$ cat src/rtl/uart_rf_pkg.sv
package uart_rf_pkg;
  localparam int DW = 8;

  typedef enum logic [2:0] {
    OFS_DATA  = 3'd0,
    OFS_IEN   = 3'd1,
    OFS_ISTAT = 3'd2,
    OFS_LCTL  = 3'd3,
    OFS_MCTL  = 3'd4,
    OFS_LSTAT = 3'd5,
    OFS_MSTAT = 3'd6,
    OFS_SCR   = 3'd7
  } reg_ofs_e;

  localparam int LSR_DR   = 0;
  localparam int LSR_THRE = 5;
  localparam int LSR_TEMT = 6;
  localparam int DLAB_BIT = 7;

  localparam logic [DW-1:0] ISR_NONE = 8'h01;
  localparam logic [DW-1:0] ISR_THRE = 8'h02;
  localparam logic [DW-1:0] ISR_RDA  = 8'h04;
endpackage

$ cat src/rtl/uart_hold_reg.sv
module uart_hold_reg #(
  parameter int W = 8
) (
  input  logic         clk_i,
  input  logic         rst_ni,
  input  logic         load_i,
  input  logic [W-1:0] data_i,
  input  logic         clear_i,
  output logic         full_o,
  output logic [W-1:0] data_o
);
  always_ff @(posedge clk_i or negedge rst_ni) begin
    if (!rst_ni) begin
      full_o <= 1'b0;
      data_o <= '0;
    end else if (!full_o) begin
      if (load_i) begin
        full_o <= 1'b1;
        data_o <= data_i;
      end
    end else if (clear_i) begin
      full_o <= 1'b0;
    end
  end


  hold_keep_chk: assert property (@(posedge clk_i) disable iff (!rst_ni)
    full_o |=> data_o == $past(data_o));


  hold_drain_chk: assert property (@(posedge clk_i) disable iff (!rst_ni)
    full_o && clear_i |=> !full_o);
endmodule

$ cat src/rtl/uart_baud_gen.sv
module uart_baud_gen #(
  parameter int W = 16
) (
  input  logic         clk_i,
  input  logic         rst_ni,
  input  logic [W-1:0] div_i,
  input  logic         reload_i,
  output logic         tick_o
);
  logic [W-1:0] cnt_q;

  assign tick_o = (div_i != '0) && (cnt_q == div_i - W'(1));

  always_ff @(posedge clk_i or negedge rst_ni) begin
    if (!rst_ni)                          cnt_q <= '0;
    else if (reload_i || div_i == '0 || tick_o) cnt_q <= '0;
    else                                  cnt_q <= cnt_q + W'(1);
  end


  tick_reload_chk: assert property (@(posedge clk_i) disable iff (!rst_ni)
    reload_i |=> tick_o == (div_i == W'(1)));


  tick_gap_chk: assert property (@(posedge clk_i) disable iff (!rst_ni)
    tick_o && !reload_i && div_i > W'(1) |=> !tick_o);
endmodule

$ cat src/rtl/uart_regfile.sv
module uart_regfile
  import uart_rf_pkg::*;
(
  input  logic          clk_i,
  input  logic          rst_ni,
  input  logic [2:0]    addr_i,
  input  logic          wr_i,
  input  logic          rd_i,
  input  logic [DW-1:0] wdata_i,
  output logic [DW-1:0] rdata_o,
  output logic [DW-1:0] tx_data_o,
  output logic          tx_valid_o,
  input  logic          tx_ready_i,
  input  logic          tx_idle_i,
  input  logic [DW-1:0] rx_data_i,
  input  logic          rx_valid_i,
  output logic          rx_ready_o,
  input  logic [DW/2-1:0] modem_i,
  output logic          baud_tick_o
);
  localparam int DIV_W = 2 * DW;

  logic [DW-1:0] ien_q, lctl_q, mctl_q, scr_q, dl_lo_q, dl_hi_q;
  logic [DW-1:0] rx_byte, lsr, isr;
  logic          dlab, tx_full, rx_full;
  logic          wr_thr, wr_dll, wr_dlm, wr_ien, rd_rhr;
  reg_ofs_e      ofs;

  assign ofs    = reg_ofs_e'(addr_i);
  assign dlab   = lctl_q[DLAB_BIT];
  assign wr_thr = wr_i && ofs == OFS_DATA && !dlab;
  assign wr_dll = wr_i && ofs == OFS_DATA &&  dlab;
  assign wr_ien = wr_i && ofs == OFS_IEN  && !dlab;
  assign wr_dlm = wr_i && ofs == OFS_IEN  &&  dlab;
  assign rd_rhr = rd_i && ofs == OFS_DATA && !dlab;

  always_ff @(posedge clk_i or negedge rst_ni) begin
    if (!rst_ni) begin
      ien_q   <= '0;
      lctl_q  <= '0;
      mctl_q  <= '0;
      scr_q   <= '0;
      dl_lo_q <= '0;
      dl_hi_q <= '0;
    end else begin
      if (wr_ien)                       ien_q   <= wdata_i;
      if (wr_dll)                       dl_lo_q <= wdata_i;
      if (wr_dlm)                       dl_hi_q <= wdata_i;
      if (wr_i && ofs == OFS_LCTL)      lctl_q  <= wdata_i;
      if (wr_i && ofs == OFS_MCTL)      mctl_q  <= wdata_i;
      if (wr_i && ofs == OFS_SCR)       scr_q   <= wdata_i;
    end
  end

  uart_hold_reg #(.W(DW)) u_tx_hold (
    .clk_i   (clk_i),
    .rst_ni  (rst_ni),
    .load_i  (wr_thr),
    .data_i  (wdata_i),
    .clear_i (tx_ready_i),
    .full_o  (tx_full),
    .data_o  (tx_data_o)
  );

  uart_hold_reg #(.W(DW)) u_rx_hold (
    .clk_i   (clk_i),
    .rst_ni  (rst_ni),
    .load_i  (rx_valid_i),
    .data_i  (rx_data_i),
    .clear_i (rd_rhr),
    .full_o  (rx_full),
    .data_o  (rx_byte)
  );

  assign tx_valid_o = tx_full;
  assign rx_ready_o = !rx_full;

  uart_baud_gen #(.W(DIV_W)) u_baud (
    .clk_i    (clk_i),
    .rst_ni   (rst_ni),
    .div_i    ({dl_hi_q, dl_lo_q}),
    .reload_i (wr_dll || wr_dlm),
    .tick_o   (baud_tick_o)
  );

  always_comb begin
    lsr           = '0;
    lsr[LSR_DR]   = rx_full;
    lsr[LSR_THRE] = !tx_full;
    lsr[LSR_TEMT] = !tx_full && tx_idle_i;
  end

  always_comb begin
    if (ien_q[0] && rx_full)       isr = ISR_RDA;
    else if (ien_q[1] && !tx_full) isr = ISR_THRE;
    else                           isr = ISR_NONE;
  end

  always_comb begin
    unique case (ofs)
      OFS_DATA:  rdata_o = dlab ? dl_lo_q : rx_byte;
      OFS_IEN:   rdata_o = dlab ? dl_hi_q : ien_q;
      OFS_ISTAT: rdata_o = isr;
      OFS_LCTL:  rdata_o = lctl_q;
      OFS_MCTL:  rdata_o = mctl_q;
      OFS_LSTAT: rdata_o = lsr;
      OFS_MSTAT: rdata_o = {modem_i, {(DW/2){1'b0}}};
      default:   rdata_o = scr_q;
    endcase
  end


  tx_load_chk: assert property (@(posedge clk_i) disable iff (!rst_ni)
    wr_thr && !tx_valid_o |=> tx_valid_o && tx_data_o == $past(wdata_i));


  rx_read_chk: assert property (@(posedge clk_i) disable iff (!rst_ni)
    rd_rhr && !rx_ready_o |=> rx_ready_o);


  scr_store_chk: assert property (@(posedge clk_i) disable iff (!rst_ni)
    wr_i && ofs == OFS_SCR |=> scr_q == $past(wdata_i));


  alias_keep_chk: assert property (@(posedge clk_i) disable iff (!rst_ni)
    wr_i && dlab && !tx_valid_o |=> !tx_valid_o);
endmodule

$ cat config.mk
export PLATFORM = sky130hd
export DESIGN_NAME = uart_regfile
export DESIGN_NICKNAME = d
export VERILOG_FILES = /design/src/rtl/uart_rf_pkg.sv /design/src/rtl/uart_hold_reg.sv /design/src/rtl/uart_baud_gen.sv /design/src/rtl/uart_regfile.sv
export SDC_FILE = /design/constraint.sdc
export NUM_CORES = 1
export LEC_CHECK = 0
export ABC_CLOCK_PERIOD_IN_PS = 3900
export CAP_MARGIN = 20
export CELL_PAD_IN_SITES_DETAIL_PLACEMENT = 0
export CELL_PAD_IN_SITES_GLOBAL_PLACEMENT = 1
export CORE_ASPECT_RATIO = 2
export CORE_MARGIN = 5
export CORE_UTILIZATION = 46
export DETAILED_ROUTE_END_ITERATION = 8
export PLACE_DENSITY = 0.83
export SYNTH_ARGS = -nofsm -noshare
export SYNTH_HDL_FRONTEND = slang
export SYNTH_HIERARCHICAL = 1
export SYNTH_SLANG_ARGS = --single-unit
$ cat constraint.sdc
create_clock -name clk_i -period 3.9 [get_ports clk_i]
set_input_delay 0.78 -clock clk_i [delete_from_list [all_inputs] [get_ports clk_i]]
set_output_delay 0.78 -clock clk_i [all_outputs]
set_load 0.1 [all_outputs]
==> flow_metrics.env <==
export IMPL_status="finished, final reports clean"
export IMPL_avgViaCountPerCell=5.80
export IMPL_synth_warnings=6
export IMPL_critPathArrivalTime_ns=3.00
export IMPL_hold_path_class="in2async"
export IMPL_placed_area_mm2=0.00550
export IMPL_syn_inst=427
export IMPL_slowest_delay_ns=0.59
export IMPL_fin_tns_setup_ns=0
export IMPL_drv_slew=0
export IMPL_rows=53
export IMPL_final_setup_skew_ns=0.00525
export IMPL_drc=0
export IMPL_clk_path_buf_depth=2
export IMPL_cts_hold_buf=0
export IMPL_fin_ws_ns=0.121
export IMPL_grt_overflow=0
export IMPL_cts_setup_buffers=0
export IMPL_antenna_found_initial=0
export IMPL_synth_seq_cells=82
export IMPL_rsz0062_at_grt="no"
export IMPL_slowest_stage="or3b_2"
export IMPL_final_core_util=0.558
export IMPL_cts_buffers=9
export IMPL_globalRouteTotalUtil=0.211
export IMPL_irDropWorstVdd_mv=0.545
export IMPL_nets=504
export IMPL_worst_path_buf_inv=2
export IMPL_place_ws_ns=0.466
export IMPL_clk_pin_slew_ns=0.06
export IMPL_clkSinkCount=82
export IMPL_synth_edf_count=0
export IMPL_wl_per_cell_um=20.7
export IMPL_first_iter_violations=189
export IMPL_grt_pass1_vias=3906
export IMPL_synthesis_area_mm2=0.00487
export IMPL_wl_um=12700
export IMPL_yosysSeqAreaShare=0.421
export IMPL_fin_area_mm2=0.00585
export IMPL_ant_nets=0
export IMPL_cts_tree="done"
export IMPL_start_util=0.465
export IMPL_relSlewSlack=0.316
export IMPL_antennaDiodeCount=0
export IMPL_cts_max_level=3
export IMPL_clk_latency_ns=0.34
export IMPL_power_density_mw_per_mm2=677
export IMPL_dieArea_mm2=0.0129
export IMPL_coreArea_mm2=0.0105
export IMPL_hold_violations=0
export IMPL_crit_chain="inv_1 > ha_1 > or3b_2 > nor4_2 > xnor2_1 > nand3_1 > nor3_1 > o211a_1 > buf_12"
export IMPL_cts_root_buffer="clkbuf_16"
export IMPL_critical_path_required_ns=3.12
export IMPL_synth_distinct_cells=72
export IMPL_drtPass1Iterations=4
export IMPL_period_share=0.969
export IMPL_path_class="reg2out"
export IMPL_cp_end_kind="output port"
export IMPL_leakage_uw=0.00247
export IMPL_chipHeight_um=155
export IMPL_max_cap_violations=0
export IMPL_drive_gt1_frac=0.290
export IMPL_worst_pin_slew_ns=1.02
export IMPL_port_buffers=48
export IMPL_period_needed_ns=3.78
export IMPL_gp_congestion=0.880
export IMPL_dp_hpwl_um=9400
export IMPL_grt_max_degree=83
export IMPL_grt_pass1_wl_um=20200
export IMPL_ctsResizeCount=0
export IMPL_vias=3557
export IMPL_final_setup_viol_count=0
export IMPL_syn_nets=460
export IMPL_fmax_ghz=0.265
export IMPL_layout_common_cells="82 x dfrtp_1, 47 x mux2_2, 38 x clkdlybuf4s50_1, 30 x nand2_1, 24 x mux2_4"
export IMPL_mostFrequentLayoutCell="dfrtp_1"
export IMPL_async_flop_share=1.00
export IMPL_worstPathMaxFanout=6
export IMPL_syn_avg_cell_area_um2=11.4
export IMPL_critPathLaunchType="flop"
export IMPL_synth_ff_type="dfrtp_1"
export IMPL_crit_family="simple AND/OR/NAND/NOR gates"
export IMPL_synthToLayoutAreaGrowth_pct=20.2
export IMPL_die_w_um=82.7
export IMPL_ios=49
## logic make-up after synthesis
kind of cell,Yosys count,synth area share
and+or+nand+nor,136,0.171
DFF,82,0.421
muxes,81,0.208
AOI/OAI and AO/OA,58,0.0866
buffers and inverters,34,0.0455
xor gates and xnor gates,33,0.0594
adders and majority gates,3,0.00771
## per-stage QoR
step	cells	power [µW]	hold WS, ns
3_3_place_gp	596	3010	0.485
6_report	613	3960	0.274
5_1_grt	613	4140	0.273
3_5_place_dp	596	3040	0.493
2_1_floorplan	427	2580	0.470
4_1_cts	612	3970	0.507
## synthesized netlist by cell type, types with 6 or more instances
cell type | instances | area (µm²)
a21oi_1 | 11 | 55.1
buf_6 | 7 | 78.8
clkbuf_1 | 8 | 30.0
dfrtp_1 | 82 | 2050
inv_1 | 7 | 26.3
mux2_2 | 47 | 529
mux2_4 | 24 | 360
mux2i_1 | 8 | 80.1
nand2_1 | 30 | 113
nand3_1 | 14 | 70.1
nand4_1 | 10 | 62.6
nor2_1 | 17 | 63.8
nor2_2 | 11 | 68.8
o21ai_0 | 6 | 30.0
xnor2_1 | 22 | 193
xor2_1 | 11 | 96.3
## routing by layer
layer / track usage / routed length, µm / vias to the layer above
li1: - / - / 1642
met1: 0.210 / 4260 / 1748
met2: 0.389 / 7250 / 129
met3: 0.0278 / 500 / 38
met4: 0.137 / 700 / 0
met5: 0 / 0 / -
## where the power goes
group | internal (µW) | total [µW] | leakage [µW] | switching, µW
combinational | 703 | 1700 | 0.00131 | 995
clock | 563 | 901 | 0.000147 | 338
sequential | 1080 | 1360 | 0.00101 | 279
## final timing paths
path	from	end	slack [ns]	cells after the start
worst max-delay path	dl_lo_q[0]	baud_tick_o	0.12	9
worst min-delay path	rst_ni	scr_q[4]	0.27	1
worst max register to register	dl_lo_q[0]	u_baud/cnt_q[15]	0.89	9
worst min register to register	scr_q[3]	scr_q[3]	0.50	1
max in group asynchronous	rst_ni	u_baud/cnt_q[5]	3.02	2
min in group clk_i	scr_q[3]	scr_q[3]	0.50	1
## sequential cells by signal, summed over array words and instances, names as in the netlist
register / cells
scr_q: 8
u_tx_hold/full_o: 1
u_tx_hold/data_o: 8
ien_q: 8
u_rx_hold/data_o: 8
u_baud/cnt_q: 16
mctl_q: 8
lctl_q: 8
dl_hi_q: 8
dl_lo_q: 8
u_rx_hold/full_o: 1
## cell type report
class / count / area, µm²
timing repair buffer: 59 / 683
sequential: 82 / 2050
inverter: 8 / 30.0
clock buffer: 12 / 236
clock inverter: 4 / 76.3
multi-input combinational: 311 / 2600
tap: 137 / 171
fill: 930 / 4630
## worst register-to-register path, stage by stage, from the launching register on
cell and delay, ns:
dfrtp_1 0.46, inv_1 0.11, ha_1 0.26, nor3b_1 0.55
nand2_1 0.16, o41ai_1 0.50, o21ai_0 0.23, nor4b_4 0.24
buf_4 0.30, nor2_1 0.09
No activity file was read; power rests on OpenSTA's default activity.
